<file path="config.mk">
export PLATFORM = sky130hd
export DESIGN_NAME = corepwr_ctl
export DESIGN_NICKNAME = d
export VERILOG_FILES = /design/src/rtl/corepwr_pkg.sv /design/src/rtl/corepwr_decode.sv /design/src/rtl/corepwr_trig.sv /design/src/rtl/corepwr_core.sv /design/src/rtl/corepwr_ctl.sv
export SDC_FILE = /design/constraint.sdc
export NUM_CORES = 1
export LEC_CHECK = 0
export ABC_CLOCK_PERIOD_IN_PS = 2250
export BUFFER_PORTS_ARGS = -buffer_cell sky130_fd_sc_hd__buf_2
export CORE_MARGIN = 2
export CORE_UTILIZATION = 43
export CTS_CLUSTER_DIAMETER = 80
export DETAILED_ROUTE_END_ITERATION = 10
export GPL_ROUTABILITY_DRIVEN = 1
export MAX_ROUTING_LAYER = met4
export PLACE_DENSITY = 0.79
export SLEW_MARGIN = 20
export SYNTH_ARGS = -nofsm -noshare
export SYNTH_HDL_FRONTEND = slang
export SYNTH_SLANG_ARGS = --single-unit
</file>
<file path="constraint.sdc">
create_clock -name clk -period 2.25 [get_ports clk]
set_input_delay 0.1125 -clock clk [delete_from_list [all_inputs] [get_ports clk]]
set_output_delay 0.1125 -clock clk [all_outputs]
set_load 0.005 [all_outputs]
</file>
<file path="src/rtl/corepwr_pkg.sv">
package corepwr_pkg;

    // control/status word, bit 0 (enable) is never stored
    typedef struct packed {
        logic       src;     // bit 10: reset came from trigger register
        logic       hold;    // bit 9 : core held in reset
        logic       in_rst;  // bit 8 : core in reset
        logic [6:0] cfg;     // bits 7..1, cfg[0] is the hold request
    } ctl_t;

    localparam int CTL_W = $bits(ctl_t) + 1;

    localparam ctl_t CTL_RST = '{src: 1'b1, hold: 1'b1, in_rst: 1'b1, cfg: 7'h7F};

    typedef struct packed {
        logic on;
        logic off;
        logic run;
    } pwr_t;

    function automatic logic [CTL_W-1:0] ctl_word(input ctl_t c);
        return {c, 1'b0};
    endfunction

endpackage

</file>
<file path="src/rtl/corepwr_decode.sv">
module corepwr_decode #(
    parameter int                 ADDR_W   = 12,
    parameter int                 DATA_W   = 32,
    parameter int                 TRIG_W   = 13,
    parameter int                 CTL_W    = 11,
    parameter logic [ADDR_W-1:0]  OFS_CTL  = 'h160,
    parameter logic [ADDR_W-1:0]  OFS_TRIG = 'h220,
    parameter logic [ADDR_W-1:0]  OFS_CLR  = 'h224
) (
    input  logic              we,
    input  logic [ADDR_W-1:0] addr,
    input  logic [TRIG_W-1:0] trig_q,
    input  logic [CTL_W-1:0]  ctl_q,
    output logic              ctl_we,
    output logic              trig_we,
    output logic              clr_we,
    output logic [DATA_W-1:0] rdata
);
    logic hit_ctl, hit_trig;

    assign hit_ctl  = (addr == OFS_CTL);
    assign hit_trig = (addr == OFS_TRIG);

    assign ctl_we  = we && hit_ctl;
    assign trig_we = we && hit_trig;
    assign clr_we  = we && (addr == OFS_CLR);

    always_comb begin
        rdata = '0;
        if (hit_trig)     rdata = DATA_W'(trig_q);
        else if (hit_ctl) rdata = DATA_W'(ctl_q);
    end
endmodule

</file>
<file path="src/rtl/corepwr_trig.sv">
module corepwr_trig #(
    parameter int                TRIG_W   = 13,
    parameter int                CORE_BIT = 9,
    parameter logic [TRIG_W-1:0] RST_VAL  = '1
) (
    input  logic              clk,
    input  logic              rst,
    input  logic              set_we,
    input  logic              clr_we,
    input  logic [TRIG_W-1:0] wdata,
    output logic [TRIG_W-1:0] trig_q,
    output logic              assert_evt,
    output logic              release_evt
);
    logic [TRIG_W-1:0] clr_hit;

    assign clr_hit     = clr_we ? (wdata & trig_q) : '0;
    assign assert_evt  = set_we && wdata[CORE_BIT];
    assign release_evt = clr_hit[CORE_BIT];

    always_ff @(posedge clk) begin
        if (rst)          trig_q <= RST_VAL;
        else if (set_we)  trig_q <= trig_q | wdata;
        else if (clr_we)  trig_q <= trig_q & ~clr_hit;
    end


    trig_set_chk: assert property (@(posedge clk) disable iff (rst)
        set_we |=> ((trig_q & $past(wdata)) == $past(wdata)));


    trig_clr_chk: assert property (@(posedge clk) disable iff (rst)
        clr_we |=> ((trig_q & $past(wdata)) == '0));
endmodule

</file>
<file path="src/rtl/corepwr_core.sv">
module corepwr_core
    import corepwr_pkg::*;
(
    input  logic             clk,
    input  logic             rst,
    input  logic             ctl_we,
    input  logic [7:0]       wdata,
    input  logic             assert_evt,
    input  logic             release_evt,
    output logic [CTL_W-1:0] ctl_rd,
    output pwr_t             pwr
);
    ctl_t c_q, c_n;
    pwr_t p_n;

    always_comb begin
        c_n   = c_q;
        p_n   = '{on: 1'b0, off: 1'b0, run: pwr.run};
        if (ctl_we) begin
            c_n.cfg = wdata[7:1];
            if (!wdata[1]) c_n.hold = 1'b0;
            if (wdata[0]) begin
                c_n.hold   = 1'b0;
                c_n.in_rst = 1'b0;
                c_n.src    = 1'b0;
                if (!pwr.run) begin
                    p_n.run = 1'b1;
                    p_n.on  = 1'b1;
                end
            end
        end else if (assert_evt) begin
            c_n.in_rst = 1'b1;
            c_n.src    = 1'b1;
            if (c_q.cfg[0]) begin
                c_n.hold = 1'b1;
                if (pwr.run) begin
                    p_n.run = 1'b0;
                    p_n.off = 1'b1;
                end
            end
        end else if (release_evt) begin
            c_n.src = 1'b0;
            if (!c_q.hold) begin
                c_n.in_rst = 1'b0;
                if (!pwr.run) begin
                    p_n.run = 1'b1;
                    p_n.on  = 1'b1;
                end
            end
        end
    end

    always_ff @(posedge clk) begin
        if (rst) begin
            c_q <= CTL_RST;
            pwr <= '{on: 1'b0, off: 1'b0, run: 1'b0};
        end else begin
            c_q <= c_n;
            pwr <= p_n;
        end
    end

    assign ctl_rd = ctl_word(c_q);


    on_single_chk: assert property (@(posedge clk) disable iff (rst)
        pwr.on |=> !pwr.on);


    on_edge_chk: assert property (@(posedge clk) disable iff (rst)
        pwr.on |-> (pwr.run && !$past(pwr.run)));


    off_edge_chk: assert property (@(posedge clk) disable iff (rst)
        pwr.off |-> (!pwr.run && $past(pwr.run)));


    hold_req_chk: assert property (@(posedge clk) disable iff (rst)
        c_q.hold |-> c_q.cfg[0]);


    hold_in_rst_chk: assert property (@(posedge clk) disable iff (rst)
        c_q.hold |-> c_q.in_rst);


    pulse_excl_chk: assert property (@(posedge clk) disable iff (rst)
        !(pwr.on && pwr.off));
endmodule

</file>
<file path="src/rtl/corepwr_ctl.sv">
module corepwr_ctl
    import corepwr_pkg::*;
#(
    parameter int ADDR_W   = 12,
    parameter int DATA_W   = 32,
    parameter int TRIG_W   = 13,
    parameter int CORE_BIT = 9,
    parameter logic [ADDR_W-1:0] OFS_CTL  = 'h160,
    parameter logic [ADDR_W-1:0] OFS_TRIG = 'h220,
    parameter logic [ADDR_W-1:0] OFS_CLR  = 'h224
) (
    input  logic              clk,
    input  logic              rst,
    input  logic              reg_we,
    input  logic [ADDR_W-1:0] reg_addr,
    input  logic [DATA_W-1:0] reg_wdata,
    output logic [DATA_W-1:0] reg_rdata,
    output logic              core_run,
    output logic              pwr_on_pulse,
    output logic              pwr_off_pulse
);
    logic              ctl_we, trig_we, clr_we;
    logic              assert_evt, release_evt;
    logic [TRIG_W-1:0] trig_q;
    logic [CTL_W-1:0]  ctl_rd;
    pwr_t              pwr;
    logic              unused_wdata_hi;

    assign unused_wdata_hi = ^reg_wdata[DATA_W-1:TRIG_W];

    corepwr_decode #(
        .ADDR_W(ADDR_W), .DATA_W(DATA_W), .TRIG_W(TRIG_W), .CTL_W(CTL_W),
        .OFS_CTL(OFS_CTL), .OFS_TRIG(OFS_TRIG), .OFS_CLR(OFS_CLR)
    ) dec_i (
        .we(reg_we), .addr(reg_addr), .trig_q(trig_q), .ctl_q(ctl_rd),
        .ctl_we(ctl_we), .trig_we(trig_we), .clr_we(clr_we), .rdata(reg_rdata)
    );

    corepwr_trig #(
        .TRIG_W(TRIG_W), .CORE_BIT(CORE_BIT), .RST_VAL('1)
    ) trig_i (
        .clk(clk), .rst(rst), .set_we(trig_we), .clr_we(clr_we),
        .wdata(reg_wdata[TRIG_W-1:0]), .trig_q(trig_q),
        .assert_evt(assert_evt), .release_evt(release_evt)
    );

    corepwr_core core_i (
        .clk(clk), .rst(rst), .ctl_we(ctl_we), .wdata(reg_wdata[7:0]),
        .assert_evt(assert_evt), .release_evt(release_evt),
        .ctl_rd(ctl_rd), .pwr(pwr)
    );

    assign core_run      = pwr.run;
    assign pwr_on_pulse  = pwr.on;
    assign pwr_off_pulse = pwr.off;


    ctl_hi_zero_chk: assert property (@(posedge clk) disable iff (rst)
        (reg_addr == OFS_CTL) |-> (reg_rdata[DATA_W-1:CTL_W] == '0 && !reg_rdata[0]));
endmodule

</file>
==> results_dict.tcl <==
set metrics [dict create \
    status "finished clean" \
    setup_viol 0 \
    routabilityCongestion 0.776 \
    r2r_slack_ns 1.18 \
    ys_seq_area_share_pct 37.7 \
    synth_fa_ha_area_share_pct 0 \
    synth.cell_area_um2 1380 \
    total_power_uw 720 \
    antenna_found_initial 0 \
    core_um2 3050 \
    synth_top_cell_area_share_pct 37.7 \
    rows 20 \
    timing.critical_path.from "reg_addr[1]" \
    syn2layout_area_growth_pct 14.9 \
    clock_sinks 26 \
    final_cell_mix "buf_2, dfxtp_1, conb_1" \
    critPathCapture "reg_rdata[10]" \
    worst_skew_pair.late_latency_ns 0.31 \
    r2r_start "trig_i.trig_q[9]" \
    critical_path_depth 6 \
    hp-class "in -> reg" \
    yosys_warnings 0 \
    critical-path-top-delay-family "simple AND/OR/NAND/NOR gates" \
    drt-pass1-iter-count 4 \
    slew_headroom_pct 45.8 \
    cts_buffers 3 \
    period_minus_slack_ns 1.82 \
    crit_fanout 10 \
    cp.required_ns 2.14 \
    via_per_inst 5.15 \
    period_share_pct 81.0 \
    avgSynthCellArea_um2 9.15 \
    wl_per_cell_um 12.7 \
    first_global_vias 1076 \
    wirelength_mm 3.00 \
    h-tree-depth 1 \
    synth_xor_area_share_pct 0 \
    critPathLaunchType "primary input" \
    drtAntennaViolNets 0 \
    cts_root_buffer "clkbuf_4" \
    critical_path.cell_chain "buf_2 > or4b_4 > nor2_1 > and3_1 > a22o_1 > buf_2" \
    nets 242 \
    num_vias 1221 \
    hold-path-cell-count 2 \
    path_buf_inv 2 \
    synth_compound_area_share_pct 25.8 \
    synth_top_area_cell "dfxtp_1" \
    grt_max_degree 25 \
    cts_setup_buffers 0 \
    cts_hold_buf 0 \
    maxCapViolCount 0 \
    io_buffers 43 \
    die_area_um2 3680 \
    setup_ws_ns 0.428 \
    cts_resized 0 \
    synth_mux_area_share_pct 0 \
    critical-path-slowest-cell "or4b_4" \
    synthSimpleGateAreaFrac_pct 19.9 \
    synth.distinct_cells 34 \
    crit_path_end_kind "output port" \
    die-height_um 60.7 \
    peakVddDrop_mv 0.173 \
    overflow 0 \
    cp_slowest_stage_delay_ns 0.58 \
    fin_skew_ns 0.000724 \
    track_usage_pct 17.4 \
    critPathKind "in -> out" \
    hold_viol_final 0 \
    ys_top_cells_by_area "dfxtp_1, buf_4, a221o_1" \
    pre_cts_slack_ns 0.418 \
    p_leak_nw 0.775 \
    final_common_cell "buf_2" \
    num_io_pins 82 \
    rsz0062_at_grt "false" \
    rr_endpoint "core_i.pwr[0]" \
    cts_tree "yes" \
    cp.arrival_ns 1.71 \
    synth_seq_cells 26 \
    diodes 0 \
    powerDensity_nw_per_um2 453 \
    drc 0 \
    max_freq_mhz 549 \
    place_hpwl_mm 2.17 \
    dr.first_iter.drc_count 61 \
    syn_inst 151 \
    cts_buffer_depth 2 \
    synth_top_family_by_area "compound AO/OA/AOI/OAI gates" \
    tns_ns 0 \
    cp_common_cell "buf_2" \
    worst_pin_slew_ns 0.802 \
    die_w_um 60.7 \
    grt_pass1_wl_mm 4.71 \
    drive_above_1_share_pct 30.1 \
    initial_core_util_pct 45.2 \
    reg2regPathDepth 4 \
    cts.clk_slew.worst_paths_ns 0.13 \
    slew_violations 0 \
]
## Yosys cell counts, drive strengths merged
cell / count
a31o: 1
o32ai: 1
a21o: 4
nor4: 2
nor3: 1
nor2: 2
nand2b: 2
and2: 4
or3b: 1
a221o: 12
a31oi: 7
buf: 25
or4: 1
nand3: 2
nand4: 3
a211o: 1
or4b: 1
o21ai: 8
nor4bb: 1
a22o: 10
clkbuf: 2
dfxtp: 26
o2111ai: 1
and2b: 1
nand2: 16
and3: 3
nor4b: 2
and3b: 1
conb: 1
inv: 9
## worst reg2reg max path, delay by kind of cell, from the launching register on
| family | cells | cell delay (ns) |
|---|---|---|
| buffers and inverters | 1 | 0.07 |
| AND/OR/NAND/NOR | 1 | 0.15 |
| flip-flops | 1 | 0.40 |
| AO/OA/AOI/OAI | 2 | 0.37 |
## per-stage QoR
stage | hold WS, ns | instance area (µm²) | std cells | util, %
floorplan | 0.230 | 1450 | 169 | -
global placement | 0.356 | 1570 | 234 | 51.3
detailed placement | 0.357 | 1570 | 234 | 51.3
CTS | 0.0221 | 1590 | 237 | 52.0
global route | 0.0333 | 1590 | 237 | 52.0
finish | 0.0318 | 1590 | 237 | 52.0
## state kept, by name, summed over array words and instances, names as in the netlist
signal and flops:
core_i.ctl_rd 10, trig_i.trig_q 13, core_i.pwr 3
## final cells by class
cell class,count,area [µm²]
clock buffers,3,22.5
fillers,303,1470
inverters,9,33.8
multi-input cells,107,703
flip-flops and latches,26,520
well taps,44,55.1
repair buffers,48,253
## cell families after synthesis
group	Yosys count
flip-flops	26
AO/OA/AOI/OAI	45
buffers and inverters	36
AND/OR/NAND/NOR	43
other	1
## power breakdown
part           switching (mW)  internal, mW  total, mW
logic                  0.0417        0.0282     0.0699
clock network           0.127        0.0626      0.190
registers           0.0000341         0.460      0.460
## per-layer routing
layer	share of wire, %	global-route usage [%]
met1	45	22.1
met2	47	29.3
met3	7.5	1.49
met4	0.73	5.59
met5	0	-
## how the worst min path moves through the flow
stage / start / slack [ns] / endpoint
global placement: reg_wdata[11] / 0.36 / trig_i.trig_q[11]
floorplan: rst / 0.23 / core_i.pwr[0]
finish: reg_wdata[11] / 0.03 / trig_i.trig_q[11]
CTS: reg_wdata[11] / 0.02 / trig_i.trig_q[11]
global route: reg_wdata[11] / 0.03 / trig_i.trig_q[11]
detailed placement: reg_wdata[11] / 0.36 / trig_i.trig_q[11]
Note: power is estimated with default switching activity, not from simulation.
